--- src/rtl/fp_trunc_int.sv ---
module fp_trunc_int (
  input  logic        clk,
  input  logic        rst_n,
  input  logic        in_valid,
  input  logic [63:0] src,
  input  logic [1:0]  fmt,
  input  logic        wide,
  input  logic        trap_inv_en,
  input  logic        trap_inx_en,
  output logic [63:0] result,
  output logic        out_valid,
  output logic        flag_invalid,
  output logic        flag_inexact,
  output logic        trap_req,
  output logic        undef_op
);

  logic        sgn;
  logic [10:0] bexp;
  logic [51:0] frac;
  logic [10:0] bias;
  logic [10:0] emax;

  always_comb begin
    sgn  = 1'b0;
    bexp = '0;
    frac = '0;
    bias = 11'd1023;
    emax = 11'h7ff;
    case (fmt)
      2'b11: begin
        sgn  = src[15];
        bexp = {6'd0, src[14:10]};
        frac = {src[9:0], 42'd0};
        bias = 11'd15;
        emax = 11'd31;
      end
      2'b00: begin
        sgn  = src[31];
        bexp = {3'd0, src[30:23]};
        frac = {src[22:0], 29'd0};
        bias = 11'd127;
        emax = 11'd255;
      end
      2'b01: begin
        sgn  = src[63];
        bexp = src[62:52];
        frac = src[51:0];
      end
      default: ;
    endcase
  end

  wire reserved = (fmt == 2'b10);
  wire zexp     = (bexp == 11'd0);
  wire topexp   = (bexp == emax);
  wire is_nan   = topexp && (frac != 52'd0);
  wire is_inf   = topexp && (frac == 52'd0);

  wire signed [12:0] uexp = $signed({2'b00, bexp}) - $signed({2'b00, bias});
  wire below_one = zexp || (uexp < 13'sd0);
  wire too_big   = !zexp && !topexp && (uexp > 13'sd63);

  wire [115:0] aligned   = {63'd0, 1'b1, frac} << uexp[5:0];
  wire [63:0]  mag       = below_one ? 64'd0 : aligned[115:52];
  wire         frac_lost = below_one ? (!zexp || frac != 52'd0) : (aligned[51:0] != 52'd0);

  wire fits64   = !mag[63] || (sgn && mag[62:0] == 63'd0);
  wire fits32   = (mag[63:32] == 32'd0) && (!mag[31] || (sgn && mag[30:0] == 31'd0));
  wire overflow = is_inf || too_big || (!topexp && !(wide ? fits64 : fits32));

  wire [63:0] sat = wide ? (sgn ? 64'h8000_0000_0000_0000 : 64'h7fff_ffff_ffff_ffff)
                         : (sgn ? 64'h0000_0000_8000_0000 : 64'h0000_0000_7fff_ffff);
  wire [63:0] smag   = sgn ? (64'd0 - mag) : mag;
  wire [63:0] sized  = wide ? smag : {32'd0, smag[31:0]};
  wire [63:0] nxt    = (reserved || is_nan) ? 64'd0 : (overflow ? sat : sized);

  wire exc_inv = !reserved && (is_nan || overflow);
  wire exc_inx = !reserved && !is_nan && !overflow && frac_lost;

  always_ff @(posedge clk) begin
    if (!rst_n) begin
      result       <= '0;
      out_valid    <= 1'b0;
      flag_invalid <= 1'b0;
      flag_inexact <= 1'b0;
      trap_req     <= 1'b0;
      undef_op     <= 1'b0;
    end else begin
      out_valid    <= in_valid;
      flag_invalid <= in_valid && exc_inv && !trap_inv_en;
      flag_inexact <= in_valid && exc_inx && !trap_inx_en;
      trap_req     <= in_valid && ((exc_inv && trap_inv_en) || (exc_inx && trap_inx_en));
      undef_op     <= in_valid && reserved;
      if (in_valid) result <= nxt;
    end
  end

endmodule

--- config.mk ---
export PLATFORM = sky130hd
export DESIGN_NAME = fp_trunc_int
export DESIGN_NICKNAME = d
export VERILOG_FILES = /design/src/rtl/fp_trunc_int.sv
export SDC_FILE = /design/constraint.sdc
export NUM_CORES = 1
export LEC_CHECK = 0
export ABC_AREA = 1
export BUFFER_PORTS_ARGS = -buffer_cell sky130_fd_sc_hd__buf_2
export CORE_ASPECT_RATIO = 0.7
export CORE_MARGIN = 4
export CORE_UTILIZATION = 30
export CTS_CLUSTER_DIAMETER = 80
export CTS_CLUSTER_SIZE = 16
export DETAILED_ROUTE_END_ITERATION = 8
export GPL_TIMING_DRIVEN = 0
export HOLD_SLACK_MARGIN = 0.1
export PLACE_DENSITY = 0.45
export REMOVE_ABC_BUFFERS = 1
export SLEW_MARGIN = 20
export SYNTH_ARGS = -nofsm -noshare
export SYNTH_HDL_FRONTEND = slang
export SYNTH_SLANG_ARGS = --single-unit
--- constraint.sdc ---
create_clock -name clk -period 5.27 [get_ports clk]
set_input_delay 0.2635 -clock clk [delete_from_list [all_inputs] [get_ports clk]]
set_output_delay 0.2635 -clock clk [all_outputs]
set_load 0.01 [all_outputs]
* Word level (Yosys, flattened, before mapping)
Cells that the tools add are included.
** Storage, ports and cells
- Output and inout port bits :: 69
- Word-level logic and storage cells :: 77
- Input port bits :: 72
- Register bits after elaboration :: 69
** Cells by class
- Add/sub/neg operators :: 2
- Shift-type cells :: 1
- Muxes and demuxes :: 15
- Reduce and logical (&&, ||, !) cells :: 47
- $lt $le $gt $ge :: 2
- Equal/unequal tests :: 4
** Operators by type and width (number)
- 2-to-1 mux 64 bit :: 7
- case mux 52 bit (3 select lines) :: 1
- << shifter 53 x 6 -> 116 bit :: 1
- nonzero test 52 bit :: 2
- subtractor 1 x 64 -> 64 bit (first input constant) :: 1
- zero test 63 bit :: 1
- zero test 52 bit :: 1
- case mux 11 bit (3 select lines) :: 1
- zero test 32 bit :: 1
- 2-to-1 mux 32 bit :: 1
- zero test 31 bit :: 1
- case mux 11 bit (2 select lines) :: 1
- logical AND 1 bit :: 20
- case mux 10 bit (2 select lines) :: 1
- greater-than comparator 12 x 7 -> 1 bit (second input constant) :: 1
- < comparator 12 x 1 -> 1 bit (second input constant) :: 1
- subtractor 11 x 10 -> 12 bit :: 1
- equality test 11 bit :: 1
- zero test 11 bit :: 1
- zero test 1 bit :: 10
- logical OR 1 bit :: 9
- equality test 2 bit (second input constant) :: 2
- case mux 1 bit (3 select lines) :: 1
- equality test 2 x 1 -> 1 bit (second input constant) :: 1
- 2 further kinds :: 3

* Longest topological paths before layout
Gate-level depths: netlist of run 1.
- Depth in word-level cells :: 20
- Depth in mapped cells :: 36
- Gate-level depth less buffers :: 31

* Worst setup path before layout of run 1
No wires, ideal clock.
- Kind :: input port to flip-flop
- From :: input fmt[0]
- To :: register result[32]
- Setup slack :: 0.913 ns
- Library setup time :: 0.132 ns
- Buffers on the path :: 7
- Required time :: 5.138 ns
- Stages on the path :: 34
- Data arrival time :: 4.225 ns
- Cells stage by stage :: inv_1 -> ha_1 -> buf_4 -> inv_4 -> buf_2 -> buf_2 -> nand2_1 -> inv_1 -> ha_1 -> buf_2 -> inv_1 -> clkbuf_1 -> buf_2 -> nand2_1 -> nand3_1 -> nand3_1 -> nand2_1 -> nand2_1 -> a21oi_1 -> nor2_1 -> inv_1 -> ha_1 -> nand2_1 -> nor2_1 -> nand2_1 -> nor2_4 -> nand2_2 -> o21bai_4 -> nand2_4 -> a21oi_2 -> buf_4 -> nand2_1 -> nand3_1 -> a21oi_1
** Between the ends
- Word-level cells in the longest chain between the ends :: 16
- Elaborated cells between the ends (all ways) :: 48
- Classes of those cells :: add/sub: 2; order compare: 2; eq/ne: 4; shift: 1; mux: 13; reduce/logical: 26
** Ends and longest elaborated chain
- from (decl) :: line 6 : input logic [1:0] fmt,
- branches (longest 15 deep; another with subtractor 1 x 64 -> 64 bit)
- 2-to-1 mux 64 bit * :: line 76 : wire [63:0] nxt = (reserved || is_nan) ? 64'd0 : (overflow ? sat : sized);
- to (signal assigned) :: line 95 : if (in_valid) result <= nxt;
- to (decl) :: line 10 : output logic [63:0] result,
Mark *: on every way between the ends.
A chain may end at the register's enable or synchronous reset.

* Final worst setup path of run 1
- From :: input fmt[0]
- To :: register result[53]
Same word-level chain as after synthesis.

==> key figures, run 1 <==
Route
  • Total number of vias: 16200
  • # DRC: 0
  • Vias per cell: 5.60
  • Total wire length: 59900 µm
  • Post-DR wirelength/cell: 20.7 µm
  • TritonRoute pass-1 iters: 7
  • Antenna viol nets, final: 0
  • 1st-iter DRT viols: 2076

Worst setup path
  • Slowest stage delay, CP: 310 ps
  • Crit Path Category: input port to flip-flop
  • Crit end category: flip-flop
  • Most frequent CP cell: nand2_1
  • CP required: 5470 ps
  • CP max FO: 31
  • Critical Path Source Type: input port
  • Worst Path Arrival: 5310 ps
  • Reg2Reg Depth: 2
  • Slowest cell on the critical path: a21oi_4

Floorplan
  • Starting Density: 0.304
  • Die W: 248 µm
  • Die ar.: 43600 µm²
  • Core area: between 30000 and 40000 µm²
  • Vert. Die Dim: 176 µm
  • I/O pins: 141
  • Num rows: 61

Yosys
  • Post-synth EDFFs: 0
  • Syn Inst Count: about 2300
  • Synthesis warning total: 0
  • Cell with the most instances after synthesis: nand2_1
  • Synth area leaders: nand3_1 (28%), nand2_1 (25%), dfxtp_1 (11%), nor2_1 (3.8%), a21oi_1 (3.4%)
  • Ys flop type: dfxtp_1
  • Avg Inst Size Synth: 5.29 µm²
  • Mapped cell area: 12100 µm²
  • Post-synthesis sequential area ratio: 0.114
  • Post-synth ARST share: 0
  • Number of synthesized register bits: 69
  • Post-synthesis cell type count: 51
  • Yosys top cell by area: nand3_1
  • Synth cell count leaders: nand2_1 (802), nand3_1 (684), nor2_1 (122)
  • Share of the synthesized area in the top cell type: 0.283

Layout
  • Nets: roughly 2400
  • P&R area growth vs syn: 15.8%
  • # diodes: 0
  • Design area: 14000 µm²
  • Area of the multi-input gates: 9720 µm²
  • # fillers: 4584
  • Register Area: 1380 µm²
  • Layout Utilization: 0.352
  • Layout cells sized above 1: 0.135

Clock network
  • Register clock-pin slew on the reported worst setup and hold paths: roughly 60 ps
  • Worst-skew pair later-pin latency: 350 ps
  • Clk sink count: 69
  • Cts bufs inserted: 9
  • Htree depth: 3
  • CTS tree: yes
  • Root Buffer: clkbuf_16
  • Clock Path Buffers: 2

Global routing
  • First-pass GRT wire length: 87800 µm
  • GRT Util Overall: 0.261
  • Initial antenna violation count: 0
  • Largest net degree at the start of global routing: 81
  • Vias in the first global route: 14300
  • Gr ovfl total: 0

Placement
  • Dpl cell area: roughly 13000 µm²
  • Placer Congestion: between 0.9 and 1
  • I/O Buffers: 140
  • Detailed placement HPWL: 44600 µm

Timing
  • Max transition margin: 0.320
  • Crit path time final: 5110 ps
  • Final setup fails: 0
  • Worst-margin pin slew: 1020 ps
  • Clock skew: 0 ps
  • Fin. max-slew vios: 0
  • Hold Vio Cnt, Final: 0
  • Final period utilization: 0.970
  • Max frequency: between 150 and 200 MHz
  • RSZ-0062 raised after global routing: false

Status
  • Outcome: completed

Power and ir drop
  • Pwr Density: 295 nW/µm²
  • Leak: 7.36 nW
  • VDD IR max: roughly 0.16 mV

Worst hold path
  • Worst min path class: input port to flip-flop
  • Hold Path Depth: 3

Run
  • Max_cap viols: 0
## metrics by stage
step                      setup TNS [ps]  hold slack (ps)  total power, mW  std cells  worst slack [ps]
final                                  0              222             4.12       2890               160
after global routing                   0              238             4.44       2890              7.40
after CTS                              0              216             3.95       2857              7.67
after detailed placement         -184770              440             3.14       2821             -2840
after global placement           -406240              446             3.10       2810             -6350
after floorplan                  -153320              335             2.29       2135             -2390
## worst max-delay path, delay by kind of cell
kind,cells,cell delay [ps]
adders and majority gates,3,730
buffers and inverters,8,1260
AOI/OAI and AO/OA,3,490
and+or+nand+nor,16,2210
xor gates and xnor gates,1,240
## flip-flops by register name, indices dropped and copies added, names as in the netlist
name / cells
result: 64
flag_invalid: 1
flag_inexact: 1
trap_req: 1
undef_op: 1
out_valid: 1
## cell type report
class                   instances  share of cell area
clock inverters                 7             0.00814
clock buffers                   9              0.0161
flip-flops and latches         69              0.0988
repair buffers                191              0.0960
well taps                     535              0.0479
multi-input cells            1962               0.695
inverters                     116              0.0370
repair inverters                1            0.000805
## logic make-up after synthesis
family | synth area share
flip-flops | 0.114
adder cells (fa/ha/maj) | 0.0166
AND/OR/NAND/NOR | 0.668
XOR/XNOR | 0.0261
buffers and inverters | 0.112
AO/OA/AOI/OAI | 0.0625
## per-layer routing
layer / global-route usage / vias up / share of wire
met5: 0 / - / 0
met4: 0.0392 / 0 / 0.015
met3: 0.0917 / 57 / 0.11
met1: 0.404 / 7632 / 0.50
met2: 0.344 / 656 / 0.37
li1: - / 7827 / -
## where the power goes
| part | switching, mW | total, mW | internal, mW |
|---|---|---|---|
| combinational | 1.98 | 2.81 | 0.836 |
| clock | 0.247 | 0.707 | 0.460 |
| sequential | 0.0256 | 0.603 | 0.577 |
| total | 2.25 | 4.12 | 1.87 |
## placed cells by master, fill, tap and decap left out, drive strengths merged, types with 2 or more instances in the layout
| cell | netlist | final |
|---|---|---|
| inv | 114 | 112 |
| o21ai | 34 | 34 |
| nor3 | 8 | 8 |
| xor2 | 24 | 24 |
| xnor2 | 9 | 10 |
| o41ai | 2 | 2 |
| dlygate4sd3 | 0 | 2 |
| buf | 114 | 184 |
| a22o | 3 | 3 |
| o21bai | 3 | 3 |
| clkbuf | 32 | 13 |
| nand3 | 702 | 704 |
| clkinv | 2 | 8 |
| nor2 | 141 | 143 |
| bufinv | 0 | 3 |
| ha | 16 | 16 |
| nand2 | 824 | 831 |
| nand3b | 27 | 27 |
| dfxtp | 69 | 69 |
| a21oi | 84 | 84 |
| nand4 | 56 | 56 |
| nor4 | 7 | 7 |
## worst paths after layout
kind | from | to | slack, ps
max | fmt[0] | result[53]$_SDFFE_PN0P_ | 160
max reg2reg | result[18]$_SDFFE_PN0P_ | result[18]$_SDFFE_PN0P_ | 4630
min reg2reg | result[6]$_SDFFE_PN0P_ | result[6]$_SDFFE_PN0P_ | 460
min | in_valid | out_valid$_SDFF_PN0_ | 220
## repair_timing
action                                 CTS  global route
hold buffers                             2             0
buffers inserted                        10            25
setup endpoints to repair               67            67
endpoints found under the hold margin    2             0
cloned                                   8             8
resized for setup                       34            23
pin swaps                               11            15
Power figures use the tool's default switching activity.
==> run 2, diff against run 1 <==
CORE_ASPECT_RATIO = 1.2   (was 0.7)
CORE_UTILIZATION = 40   (was 30)
PLACE_DENSITY = 0.56   (was 0.45)
==> key figures, run 2 (same netlist as run 1, synthesis figures left out) <==
Status
  • Outcome: completed

Route
  • Total number of vias: 16300
  • # DRC: 0
  • Total wire length: 59400 µm
  • TritonRoute pass-1 iters: 6
  • Post-DR wirelength/cell: approximately 22 µm
  • Antenna viol nets, final: 0
  • Vias per cell: 5.92
  • 1st-iter DRT viols: 1508

Worst setup path
  • Top delay family on crit path: simple AND/OR/NAND/NOR gates
  • Worst Path Arrival: 5170 ps
  • Number of buffers and inverters on the critical path: 9
  • CP max FO: 33
  • CP required: 5450 ps
  • FF-to-FF setup slack: 4620 ps
  • Slowest cell on the critical path: a21oi_4
  • Crit end category: flip-flop
  • Crit Path Category: input port to flip-flop
  • Most frequent CP cell: nand2_2
  • Critical Path Source Type: input port
  • Slowest stage delay, CP: about 370 ps

Power and ir drop
  • Leak: roughly 7.4 nW
  • VDD IR max: 0.233 mV
  • Pwr Density: 284 nW/µm²

Global routing
  • First-pass GRT wire length: 87000 µm
  • Largest net degree at the start of global routing: between 80 and 90
  • Vias in the first global route: about 15000
  • GRT Util Overall: 0.333
  • Gr ovfl total: 0
  • Initial antenna violation count: 0

Layout
  • Most frequent cells in the layout: nand2_1 (793), nand3_1 (682), buf_2 (140), nor2_1 (122), inv_1 (104)
  • Nets: 2450
  • Layout cells sized above 1: 0.138
  • Reg with most FFs: result
  • # fillers: 3417
  • P&R area growth vs syn: 14.9%
  • Layout Utilization: 0.467
  • # diodes: 0
  • Most common cell after layout, fill and taps aside: nand2_1
  • Design area: 13900 µm²
  • Number of flip-flops in the largest register: 64

Clock network
  • Clock Path Buffers: 2
  • Htree depth: 3
  • Cts bufs inserted: 9
  • CTS tree: yes
  • Clk sink count: 69
  • Register clock-pin slew on the reported worst setup and hold paths: 60 ps
  • Worst-skew pair later-pin latency: 350 ps
  • Root Buffer: clkbuf_16

Floorplan
  • I/O pins: 141
  • Vert. Die Dim: about 200 µm
  • Die W: 167 µm
  • Die ar.: 33000 µm²
  • Num rows: 69
  • Starting Density: 0.407
  • Core area: about 30000 µm²

Timing
  • Crit path time final: 4990 ps
  • Max transition margin: 0.296
  • Hold Vio Cnt, Final: 0
  • Fin. max-slew vios: 0
  • Clock skew: 0 ps
  • Worst-margin pin slew: 1060 ps
  • Final period utilization: 0.947
  • Max frequency: 200 MHz
  • Final setup fails: 0

Placement
  • Placer Congestion: 1.01
  • I/O Buffers: 140
  • Dpl cell area: between 10000 and 15000 µm²
  • Detailed placement HPWL: ~43000 µm

Worst hold path
  • Worst min path class: input port to flip-flop

Run
  • Max_cap viols: 0
run 2: cell types whose count changed in the layout (fill, tap and decap cells not counted), sizes merged:
cell	before	now
clkbuf	13	15
clkinvlp	1	2
bufbuf	1	0
buf	184	196
bufinv	3	0
inv	112	111
nand2	831	832
run 2: timing repair:
action                                 CTS  global route
endpoints found under the hold margin    2             0
pin swaps                               15            10
setup endpoints to repair               67            67
buffers inserted                        28            14
resized for setup                       36            31
cloned                                   8            10
hold buffers                             2             0
run 2: worst register-to-register path, cell delays in order (launching register included):
cell and delay, ps:
dfxtp_1 350, nand2_1 60, a21oi_1 160
run 2: where the power goes:
part	switching, mW	internal, mW	leakage [nW]
Combinational	1.92	0.872	6.69
Sequential	0.0240	0.577	0.565
Clock	0.237	0.315	0.125
Total	2.18	1.76	7.38
run 2: routing by layer:
layer  vias to the layer above  routed length, µm  GRT usage  part of all wire
li1                       7848                  -          -                 -
met1                      7528              22800      0.383              0.38
met2                       722              28200      0.579              0.47
met3                       206               3140     0.0260             0.053
met4                         0               5290      0.250             0.089
met5                         -                  0          0                 0
run 2: worst paths after layout:
check                          startpoint  cells past startpoint                      end
setup / recovery                   fmt[1]                     34  result[25]$_SDFFE_PN0P_
hold / removal                   in_valid                      3     out_valid$_SDFF_PN0_
setup reg to reg  result[47]$_SDFFE_PN0P_                      2  result[47]$_SDFFE_PN0P_
hold reg to reg   result[40]$_SDFFE_PN0P_                      2  result[40]$_SDFFE_PN0P_
run 2: stage by stage:
step	worst slack, ps	TNS (ps)	hold slack, ps	cells	power (mW)
2_1_floorplan	-2390	-153320	335	2135	2.29
3_3_place_gp	-6240	-401640	437	2665	3.06
3_5_place_dp	-3310	-184590	439	2679	3.11
4_1_cts	2.94	0	201	2732	3.79
5_1_grt	-14.6	-76.2	228	2756	4.23
6_report	280	0	215	2756	3.95
run 2: area by class of cell:
class / instances / area, µm² / share of cell area
inverters: 116 / 508 / 0.0366
well taps: 390 / 488 / 0.0352
repair buffers: 202 / 1460 / 0.105
clock inverters: 4 / 26.3 / 0.00189
repair inverters: 1 / 16.3 / 0.00117
flip-flops and latches: 69 / 1380 / 0.0995
clock buffers: 11 / 233 / 0.0168
multi-input cells: 1963 / 9770 / 0.704
